===== config.mk =====
export PLATFORM = sky130hd
export DESIGN_NAME = cardbuf_dma_fifo
export DESIGN_NICKNAME = d
export VERILOG_FILES = /design/src/rtl/cardbuf_pkg.sv /design/src/rtl/cardbuf_ram.sv /design/src/rtl/cardbuf_ptrs.sv /design/src/rtl/cardbuf_levels.sv /design/src/rtl/cardbuf_dma_fifo.sv
export SDC_FILE = /design/constraint.sdc
export NUM_CORES = 1
export LEC_CHECK = 0
export ABC_CLOCK_PERIOD_IN_PS = 5700
export BUFFER_PORTS_ARGS = -buffer_cell sky130_fd_sc_hd__buf_2
export CAP_MARGIN = 20
export CORE_MARGIN = 10
export CORE_UTILIZATION = 35
export DETAILED_ROUTE_END_ITERATION = 6
export GPL_TIMING_DRIVEN = 1
export PLACE_DENSITY = 0.58
export SYNTH_ARGS = -nofsm -noshare
export SYNTH_HDL_FRONTEND = slang
export SYNTH_SLANG_ARGS = --single-unit

===== constraint.sdc =====
create_clock -name clk -period 5.7 [get_ports clk]
set_input_delay 0.57 -clock clk [delete_from_list [all_inputs] [get_ports clk]]
set_output_delay 0.57 -clock clk [all_outputs]
set_load 0.05 [all_outputs]

===== src/rtl/cardbuf_pkg.sv =====
package cardbuf_pkg;

  localparam int LVL_W = 5;

  typedef enum logic {
    SEL_DATA = 1'b0,
    SEL_CFG  = 1'b1
  } reg_sel_e;

  typedef struct packed {
    logic             rx_en;
    logic [LVL_W-1:0] hi_lvl;
    logic             tx_en;
    logic [LVL_W-1:0] lo_lvl;
  } buf_cfg_t;

  localparam buf_cfg_t CFG_RESET = '{rx_en: 1'b0, hi_lvl: 5'd31, tx_en: 1'b0, lo_lvl: 5'd0};

  function automatic buf_cfg_t cfg_unpack(input logic [15:0] w);
    buf_cfg_t c;
    c.rx_en  = w[15];
    c.hi_lvl = w[12:8];
    c.tx_en  = w[7];
    c.lo_lvl = w[4:0];
    return c;
  endfunction

  function automatic logic [15:0] cfg_pack(input buf_cfg_t c);
    return {c.rx_en, 2'b00, c.hi_lvl, c.tx_en, 2'b00, c.lo_lvl};
  endfunction

endpackage


===== src/rtl/cardbuf_ram.sv =====
module cardbuf_ram #(
  parameter int DW = 16,
  parameter int DEPTH = 32,
  localparam int AW = $clog2(DEPTH)
) (
  input  logic          clk,
  input  logic          we,
  input  logic [AW-1:0] waddr,
  input  logic [DW-1:0] wdata,
  input  logic          re,
  input  logic [AW-1:0] raddr,
  output logic [DW-1:0] rdata
);

  logic [DW-1:0] mem [DEPTH];

  always_ff @(posedge clk) begin
    if (we) mem[waddr] <= wdata;
    if (re) rdata <= mem[raddr];
  end

endmodule


===== src/rtl/cardbuf_ptrs.sv =====
module cardbuf_ptrs #(
  parameter int DEPTH = 32,
  localparam int AW = $clog2(DEPTH),
  localparam int CW = AW + 1
) (
  input  logic          clk,
  input  logic          rst,
  input  logic          clear,
  input  logic          push,
  input  logic          pop,
  output logic          push_ok,
  output logic          pop_ok,
  output logic [AW-1:0] wr_ptr,
  output logic [AW-1:0] rd_ptr,
  output logic [CW-1:0] cnt_q,
  output logic [CW-1:0] cnt_n
);

  localparam logic [CW-1:0] FULL = CW'(DEPTH);
  localparam logic [AW-1:0] LAST = AW'(DEPTH - 1);

  assign push_ok = push && (cnt_q != FULL) && !clear;
  assign pop_ok  = pop && (cnt_q != '0) && !clear;

  always_comb begin
    if (clear) cnt_n = '0;
    else       cnt_n = cnt_q + CW'(push_ok) - CW'(pop_ok);
  end

  always_ff @(posedge clk) begin
    if (rst || clear) begin
      wr_ptr <= '0;
      rd_ptr <= '0;
      cnt_q  <= '0;
    end else begin
      cnt_q <= cnt_n;
      if (push_ok) wr_ptr <= (wr_ptr == LAST) ? '0 : wr_ptr + 1'b1;
      if (pop_ok)  rd_ptr <= (rd_ptr == LAST) ? '0 : rd_ptr + 1'b1;
    end
  end

endmodule


===== src/rtl/cardbuf_levels.sv =====
module cardbuf_levels
  import cardbuf_pkg::*;
#(
  parameter int DEPTH = 32,
  localparam int CW = $clog2(DEPTH) + 1
) (
  input  logic          clk,
  input  logic          rst,
  input  logic          xfer_active,
  input  logic          dir_rx,
  input  logic [CW-1:0] cnt_n,
  input  buf_cfg_t      cfg_n,
  output logic          rx_req,
  output logic          tx_req,
  output logic          rx_flag,
  output logic          tx_flag
);

  logic rx_hit, tx_hit, idle_empty;

  assign rx_hit     = dir_rx && (cnt_n > CW'(cfg_n.hi_lvl));
  assign tx_hit     = !dir_rx && (cnt_n < CW'(cfg_n.lo_lvl));
  assign idle_empty = !xfer_active && (cnt_n == '0);

  always_ff @(posedge clk) begin
    if (rst) begin
      rx_req  <= 1'b0;
      tx_req  <= 1'b0;
      rx_flag <= 1'b0;
      tx_flag <= 1'b0;
    end else if (idle_empty) begin
      rx_flag <= 1'b0;
      tx_flag <= 1'b0;
    end else begin
      if (rx_hit) begin
        if (cfg_n.rx_en) begin
          rx_req  <= 1'b1;
          rx_flag <= 1'b0;
        end else begin
          rx_flag <= 1'b1;
        end
      end else begin
        rx_req  <= 1'b0;
        rx_flag <= 1'b0;
      end
      if (tx_hit) begin
        if (cfg_n.tx_en) begin
          tx_req  <= 1'b1;
          tx_flag <= 1'b0;
        end else begin
          tx_flag <= 1'b1;
        end
      end else begin
        tx_req  <= 1'b0;
        tx_flag <= 1'b0;
      end
    end
  end

endmodule


===== src/rtl/cardbuf_dma_fifo.sv =====
module cardbuf_dma_fifo
  import cardbuf_pkg::*;
#(
  parameter int DEPTH = 32,
  parameter int DW = 16
) (
  input  logic          clk,
  input  logic          rst,
  input  logic          cpu_wr_en,
  input  logic          cpu_rd_en,
  input  logic          cpu_sel,
  input  logic [DW-1:0] cpu_wdata,
  output logic [DW-1:0] cpu_rdata,
  input  logic          xfer_active,
  input  logic          dir_rx,
  input  logic          fifo_clear,
  input  logic          eng_push,
  input  logic [DW-1:0] eng_push_data,
  input  logic          eng_pop,
  output logic [DW-1:0] eng_pop_data,
  output logic          rx_dma_req,
  output logic          tx_dma_req,
  output logic          rx_flag,
  output logic          tx_flag
);

  localparam int AW = $clog2(DEPTH);
  localparam int CW = AW + 1;

  logic          cpu_dat_wr, cpu_dat_rd, cpu_cfg_wr;
  logic          push, pop, push_ok, pop_ok;
  logic [DW-1:0] push_data, ram_q;
  logic [AW-1:0] wr_ptr, rd_ptr;
  logic [CW-1:0] cnt_q, cnt_n;
  buf_cfg_t      cfg_q, cfg_n;
  logic          sel_q;
  logic [15:0]   cfg_rd_q;

  assign cpu_dat_wr = cpu_wr_en && (cpu_sel == SEL_DATA);
  assign cpu_dat_rd = cpu_rd_en && (cpu_sel == SEL_DATA);
  assign cpu_cfg_wr = cpu_wr_en && (cpu_sel == SEL_CFG);

  assign push      = cpu_dat_wr || eng_push;
  assign push_data = cpu_dat_wr ? cpu_wdata : eng_push_data;
  assign pop       = cpu_dat_rd || eng_pop;

  assign cfg_n = cpu_cfg_wr ? cfg_unpack(cpu_wdata[15:0]) : cfg_q;

  cardbuf_ptrs #(.DEPTH(DEPTH)) u_ptrs (
    .clk(clk), .rst(rst), .clear(fifo_clear), .push(push), .pop(pop),
    .push_ok(push_ok), .pop_ok(pop_ok), .wr_ptr(wr_ptr), .rd_ptr(rd_ptr),
    .cnt_q(cnt_q), .cnt_n(cnt_n)
  );

  cardbuf_ram #(.DW(DW), .DEPTH(DEPTH)) u_ram (
    .clk(clk), .we(push_ok), .waddr(wr_ptr), .wdata(push_data),
    .re(pop), .raddr(rd_ptr), .rdata(ram_q)
  );

  cardbuf_levels #(.DEPTH(DEPTH)) u_levels (
    .clk(clk), .rst(rst), .xfer_active(xfer_active), .dir_rx(dir_rx),
    .cnt_n(cnt_n), .cfg_n(cfg_n), .rx_req(rx_dma_req), .tx_req(tx_dma_req),
    .rx_flag(rx_flag), .tx_flag(tx_flag)
  );

  always_ff @(posedge clk) begin
    if (rst) begin
      cfg_q    <= CFG_RESET;
      sel_q    <= SEL_DATA;
      cfg_rd_q <= '0;
    end else begin
      cfg_q <= cfg_n;
      if (cpu_rd_en) begin
        sel_q <= cpu_sel;
        if (cpu_sel == SEL_CFG) cfg_rd_q <= cfg_pack(cfg_q);
      end
    end
  end

  assign cpu_rdata    = (sel_q == SEL_CFG) ? DW'(cfg_rd_q) : ram_q;
  assign eng_pop_data = ram_q;

endmodule


==> impl_metrics.yaml, run 1 <==
grt:
  grtUsageMet2: 0.237
  grtUsageTotal: 0.141
  globalRoute.totalOverflow: 0
  grt_pass1_vias: 11400
  grt.busiest_layer: "met2"
  grt_max_degree: 56
  gr-usage-met1: 0.182
  antenna_found_initial: 2
  grt_pass1_wl_um: 77700
  met3_usage: 0.0239
clock_network:
  clockBufferDepth: 3
  clk_pin_slew_ns: 0.06
  clock_sinks: 573
  root_buffer: "clkbuf_16"
  ctsHoldBuffers: 0
  cts_tree: "yes"
  clk-insertion-delay-late_ns: 0.63
  cts_made_buffers: 55
  cts_resized: 0
  cts_setup_buffers: 0
  htreeDepth: 2
sta:
  finalHoldViolations: 0
  setup_tns_ns: 0
  drv_slew: 0
  layout_min_cycle_time_ns: 4.64
  setup_viol: 0
  rsz0062_at_grt: "no"
  maxSlewHeadroom: 0.288
  fmax_mhz: 215
  tightest_slew_ns: 1.07
  final.period_utilization: 0.815
  clock_skew_ns: 0.0204
  holdWs_ns: 0.230
synthesis:
  synth.most_common_cell: "edfxtp_1"
  synth_flop_cell: "edfxtp_1"
  yosysSeqAreaShare: 0.739
  ys_ff_latch: 573
  yosysTopAreaCell: "edfxtp_1"
  ys_warn_count: 0
  ys_top_cells_by_count: "edfxtp_1, mux4_2, nor2_1"
  postSynthAreaPerCell_um2: 20.8
  synth_cell_types: 43
  synthCells: 1092
  netlist_area_um2: 22700
  synth_area_leaders: "edfxtp_1, mux4_2, dfxtp_1"
  async_flop_share: 0
  netlist.area_leader.share: 0.699
  syn_nets: 1161
  synth_edf_count: 528
critical_path:
  critPathCaptureType: "register"
  required_ns: 6.21
  path_max_fanout: 7
  cp.arrival_ns: 5.16
  critPathKind: "reg2reg"
  reg2regPathDepth: 17
  crit_slowest_cell: "a211oi_1"
  cp_common_cell: "ha_1"
  path_cells: "inv_1 > ha_1 > nor3b_1 > a211oi_1 > ha_1 > inv_1 > ha_1 > fa_1 > a21o_1 > a21oi_1 > mux2i_1 > inv_1 > ha_1 > nor4_1 > a32oi_1 > or2_2 > a221oi_1"
  worst_setup_path_start_kind: "register"
  max_stage_delay_ns: 0.89
drt:
  drtAntennaViolNets: 0
  wirelength_um: 53200
  firstDrtPassIters: 4
  drc: 0
  first_iter_violations: 911
  wl_per_cell_um: 25.1
  vias: 11000
  viasPerCell: 5.18
pwr:
  finalPower_mw: 9.81
  powerDensity_nw_per_um2: 370
  peakVddDrop_mv: 0.229
  p_leak_nw: 8.35
die:
  die_area_um2: 75400
  initial_core_util: 0.352
  chipWidth_um: 275
  die_y_um: 275
  row_count: 93
  coreArea_um2: 64300
  io_pins: 78
placed_design:
  globalplace.congestion: 0.828
  placed_cell_area_um2: 24300
  port_buffers: 77
  dp_hpwl_um: 31400
final_layout:
  multi_input_area_um2: 5670
  finish.utilization: 0.412
  drive_gt1_frac: 0.349
  antenna_cells: 0
  nFillCells: 5608
  register_area_um2: 16800
  area_growth_pct: 17.0
  nets: 1290
  final_area_um2: 26500
worst_hold_path:
  hp-class: "in2reg"
  holdPathStages: 3
outcome:
  status: "finished clean"
job:
  max-cap-violations: 0
-- final cells by class --
class,instances,area share
clock buffers,61,0.0528
clock inverters,43,0.0229
well taps,855,0.0403
flip-flops and latches,573,0.632
multi-input cells,445,0.214
repair buffers,126,0.0352
inverters,20,0.00283
-- registers in the layout, summed over array words and instances (netlist names) --
signal and count:
u_ptrs.cnt_q 6, u_ram.mem 512, u_ptrs.wr_ptr 5, u_ram.rdata 16
u_levels.rx_req 1, u_levels.tx_flag 1, u_levels.tx_req 1, sel_q 1
u_levels.rx_flag 1, u_ptrs.rd_ptr 5, cfg_rd_q 12, cfg_q 12
-- report_power, final --
part           total (mW)  internal [mW]  switching, mW
combinational        1.06          0.427          0.631
sequential           4.75           4.69         0.0610
clock                4.00           2.41           1.59
total                9.81           7.53           2.28
-- final timing paths --
check                                                start                            to  slack [ns]
worst max-delay path            u_ptrs.cnt_q[2]$_SDFF_PP0_  u_levels.tx_req$_SDFFE_PP0P_        1.06
worst min-delay path                         cpu_wdata[12]          cfg_q[10]$_SDFF_PP1_        0.23
worst max register to register  u_ptrs.cnt_q[2]$_SDFF_PP0_  u_levels.tx_req$_SDFFE_PP0P_        1.06
worst min register to register   cfg_rd_q[15]$_SDFFE_PP0P_     cfg_rd_q[15]$_SDFFE_PP0P_        0.46
-- kinds of logic (layout without fill, tap and decap cells) --
group,Yosys count,after routing,share of synthesized area
adder cells (fa/ha/maj),27,27,0.0152
flip-flops,573,573,0.739
AND/OR/NAND/NOR,148,148,0.0301
multiplexers,221,221,0.188
buffers and inverters,74,250,0.0145
AO/OA/AOI/OAI,48,48,0.0121
XOR/XNOR,1,1,0.000386
-- placed cells by master, fill, tap and decap left out, types with 18 or more instances in the layout --
master | Yosys | routed
mux2_1 | 19 | 19
mux4_2 | 160 | 160
nand2_1 | 43 | 43
dfxtp_1 | 45 | 41
nor2_2 | 0 | 32
mux2_2 | 28 | 28
clkbuf_16 | 0 | 55
nor2_1 | 57 | 25
buf_2 | 4 | 77
ha_1 | 26 | 26
a21oi_1 | 28 | 28
buf_4 | 10 | 34
inv_1 | 18 | 18
edfxtp_1 | 528 | 528
-- worst max-delay path, delay by kind of cell, from the launching register on --
family	cells	cell delay [ns]
AOI/OAI and AO/OA	5	1.71
adders and majority gates	5	1.26
and+or+nand+nor	3	0.72
DFF	1	0.33
muxes	1	0.29
buffers and inverters	3	0.23
-- per-layer routing --
layer	routed length [µm]	share of wire
met3	3020	0.057
met5	0	0
met1	22500	0.42
met2	26100	0.49
met4	1490	0.028
-- stage by stage --
stage | cells | worst slack, ns
floorplan | 1092 | 1.50
global placement | 2007 | 1.05
detailed placement | 2009 | 0.997
CTS | 2113 | 1.06
global route | 2123 | 0.766
finish | 2123 | 1.06
Note: power is estimated with default switching activity, not from simulation.
==> inputs of run 2 (changes only) <==
- ABC_CLOCK_PERIOD_IN_PS: 5700 -> 3900
- PLACE_DENSITY: 0.58 -> 0.6
- clock period: 5.7 -> 3.9 ns (I/O delays scaled with it)
==> run 2 against run 1 <==
Against the previous run:
- non-clock buffer count is 8 higher
- clock power rose by 35%
- core utilization is essentially flat
- final cell count is 0.33% higher
- flip-flop and latch count unchanged
- clock skew is 0.0017 ns higher
- critical path depth grew 1
- power is 43% higher
- combinational power grew 63%
- die area stayed put
- via count fell by 0.42%
- critical path type unchanged
- largest cell class unchanged
==> impl_metrics.yaml, run 2 (same netlist as run 1, synthesis figures left out) <==
outcome:
  status: "finished clean"
critical_path:
  max_stage_delay_ns: 0.36
  crit_cells: 18
  cp_common_cell: "ha_4"
  path_cells: "inv_2 > ha_4 > nor3b_4 > a221oi_2 > inv_2 > ha_4 > inv_4 > ha_4 > fa_2 > buf_4 > xnor2_1 > nor2_2 > ha_1 > o21a_1 > o21ai_0 > a32oi_1 > or2_4 > a221oi_2"
  cp.buffers_inverters: 4
  cp.arrival_ns: 4.26
  critPathCaptureType: "register"
  worst_setup_path_start_kind: "register"
  required_ns: 4.41
  critPathLaunch: "u_ptrs.cnt_q[3]$_SDFF_PP0_"
  cp-endpoint: "u_levels.tx_req$_SDFFE_PP0P_"
  regToRegSetupSlack_ns: 0.14
  reg2regPathDepth: 18
  crit_slowest_cell: "fa_2"
  r2r-end: "u_levels.tx_req$_SDFFE_PP0P_"
  cp_top_family: "adder cells"
  r2r-start: "u_ptrs.cnt_q[3]$_SDFF_PP0_"
  critPathKind: "reg2reg"
  path_max_fanout: 3
final_layout:
  largest_register_ff_count: 512
  final_common_cell: "edfxtp_1"
  register_area_um2: 16800
  top_regs: "u_ram.mem: 512 flops, u_ram.rdata: 16 flops"
  area_growth_pct: 16.8
  final_cells: 2130
  top_register: "u_ram.mem"
  multi_input_area_um2: 5780
  nFillCells: 5614
  layout_common_cells: "edfxtp_1, mux4_2, buf_2, clkbuf_16, buf_4"
  nets: 1300
  drive_gt1_frac: 0.366
drt:
  wl_met1_um: 22100
  vias: 11000
  wl_met3_um: 2930
  wirelength_um: 50500
  wl_per_cell_um: 23.7
  drtAntennaViolNets: 0
  drc: 0
  first_iter_violations: 799
  routed.top_layer: "met4"
  wl_met2_um: 24400
  firstDrtPassIters: 5
  viasPerCell: 5.14
worst_hold_path:
  hp-class: "in2reg"
die:
  die_y_um: 275
  coreArea_um2: 64300
  chipWidth_um: 275
  initial_core_util: 0.352
  row_count: 93
  die_area_um2: 75400
  io_pins: 78
clock_network:
  clk-insertion-delay-late_ns: 0.61
  cts_tree: "yes"
  root_buffer: "clkbuf_16"
  cts_made_buffers: 57
  htreeDepth: 2
  clockBufferDepth: 3
  clock_sinks: 573
  clk_pin_slew_ns: 0.07
  ctsHoldBuffers: 0
grt:
  grt_pass1_wl_um: 75900
  grt_max_degree: 59
  antenna_found_initial: 2
  globalRoute.totalOverflow: 0
  grtUsageTotal: 0.134
  grt_pass1_vias: 11500
sta:
  layout_min_cycle_time_ns: 3.76
  finalHoldViolations: 0
  clock_skew_ns: 0.0221
  maxSlewHeadroom: 0.286
  setup_viol: 0
  tightest_slew_ns: 1.07
  drv_slew: 0
  setup_tns_ns: 0
  fmax_mhz: 266
  final.period_utilization: 0.963
placed_design:
  port_buffers: 77
  dp_hpwl_um: 31000
  globalplace.congestion: 0.809
  dp_cells: 2017
job:
  max-cap-violations: 0
pwr:
  powerDensity_nw_per_um2: 531
  peakVddDrop_mv: 0.286
  p_leak_nw: 8.32
[run 2: cell count changes in the layout (fill, tap and decap cells not counted), moves of 4 or more]
cell	delta
buf_4	+14
buf_8	-6
bufinv_16	-10
clkbuf_1	+10
clkbuf_16	+5
clkbuf_8	+6
clkinv_1	-6
clkinvlp_4	-5
ha_1	-5
ha_4	+4
[run 2: final cells by class]
type | instances | area share
flip-flops and latches | 573 | 0.633
multi-input cells | 445 | 0.218
clock buffers | 82 | 0.0621
well taps | 855 | 0.0404
repair buffers | 134 | 0.0358
clock inverters | 20 | 0.00761
inverters | 20 | 0.00293
diodes | 1 | 0.0000945
[run 2: per-layer routing]
layer	global-route usage	vias up
met1	0.180	5820
met4	0.0392	0
met5	0	-
met3	0.0245	75
met2	0.219	306
li1	-	4750
[run 2: worst min-delay path by stage]
| stage | cells past startpoint | start | slack, ns | endpoint |
|---|---|---|---|---|
| final | 3 | cpu_wdata[11] | 0.09 | cfg_q[9]$_SDFF_PP1_ |
| after global routing | 3 | cpu_wdata[11] | 0.08 | cfg_q[9]$_SDFF_PP1_ |
| after CTS | 3 | cpu_rd_en | 0.07 | sel_q$_SDFFE_PP0P_ |
| after detailed placement | 2 | cfg_q[5]$_SDFF_PP0_ | 0.44 | cfg_rd_q[7]$_SDFFE_PP0P_ |
| after global placement | 2 | cfg_q[5]$_SDFF_PP0_ | 0.44 | cfg_rd_q[7]$_SDFFE_PP0P_ |
| after floorplan | 2 | cfg_q[11]$_SDFF_PP0_ | 0.43 | cfg_rd_q[15]$_SDFFE_PP0P_ |
[run 2: through the flow]
step / cell area, µm² / total power [mW] / util / hold WS [ns] / worst slack (ns)
2_1_floorplan: 22700 / 8.19 / - / 0.429 / 0.000932
3_3_place_gp: 24400 / 8.61 / 0.379 / 0.441 / 0.0243
3_5_place_dp: 24400 / 8.65 / 0.379 / 0.444 / -0.109
4_1_cts: 26300 / 14.1 / 0.409 / 0.0747 / 0.00107
5_1_grt: 26500 / 14.6 / 0.412 / 0.0812 / -0.00853
6_report: 26500 / 14.1 / 0.412 / 0.0912 / 0.144
[run 2: power breakdown]
group | leakage [nW] | switching (mW) | internal (mW)
clock network | 0.910 | 2.23 | 3.17
logic | 2.27 | 1.00 | 0.732
registers | 5.14 | 0.0707 | 6.86
[run 2: worst reg2reg max path: cells and delay by family (launching register included)]
kind	cells	cell delay, ns
AND/OR/NAND/NOR	3	0.53
buffers and inverters	4	0.33
AO/OA/AOI/OAI	5	1.02
flip-flops	1	0.33
XOR/XNOR	1	0.22
adder cells (fa/ha/maj)	5	1.24
[run 2: what timing repair did]
| action | in CTS | in global routing |
|---|---|---|
| pin swaps | 5 | 10 |
| buffers inserted | 4 | 3 |
| setup endpoints to repair | 2 | 4 |
| resized for setup | 5 | 18 |
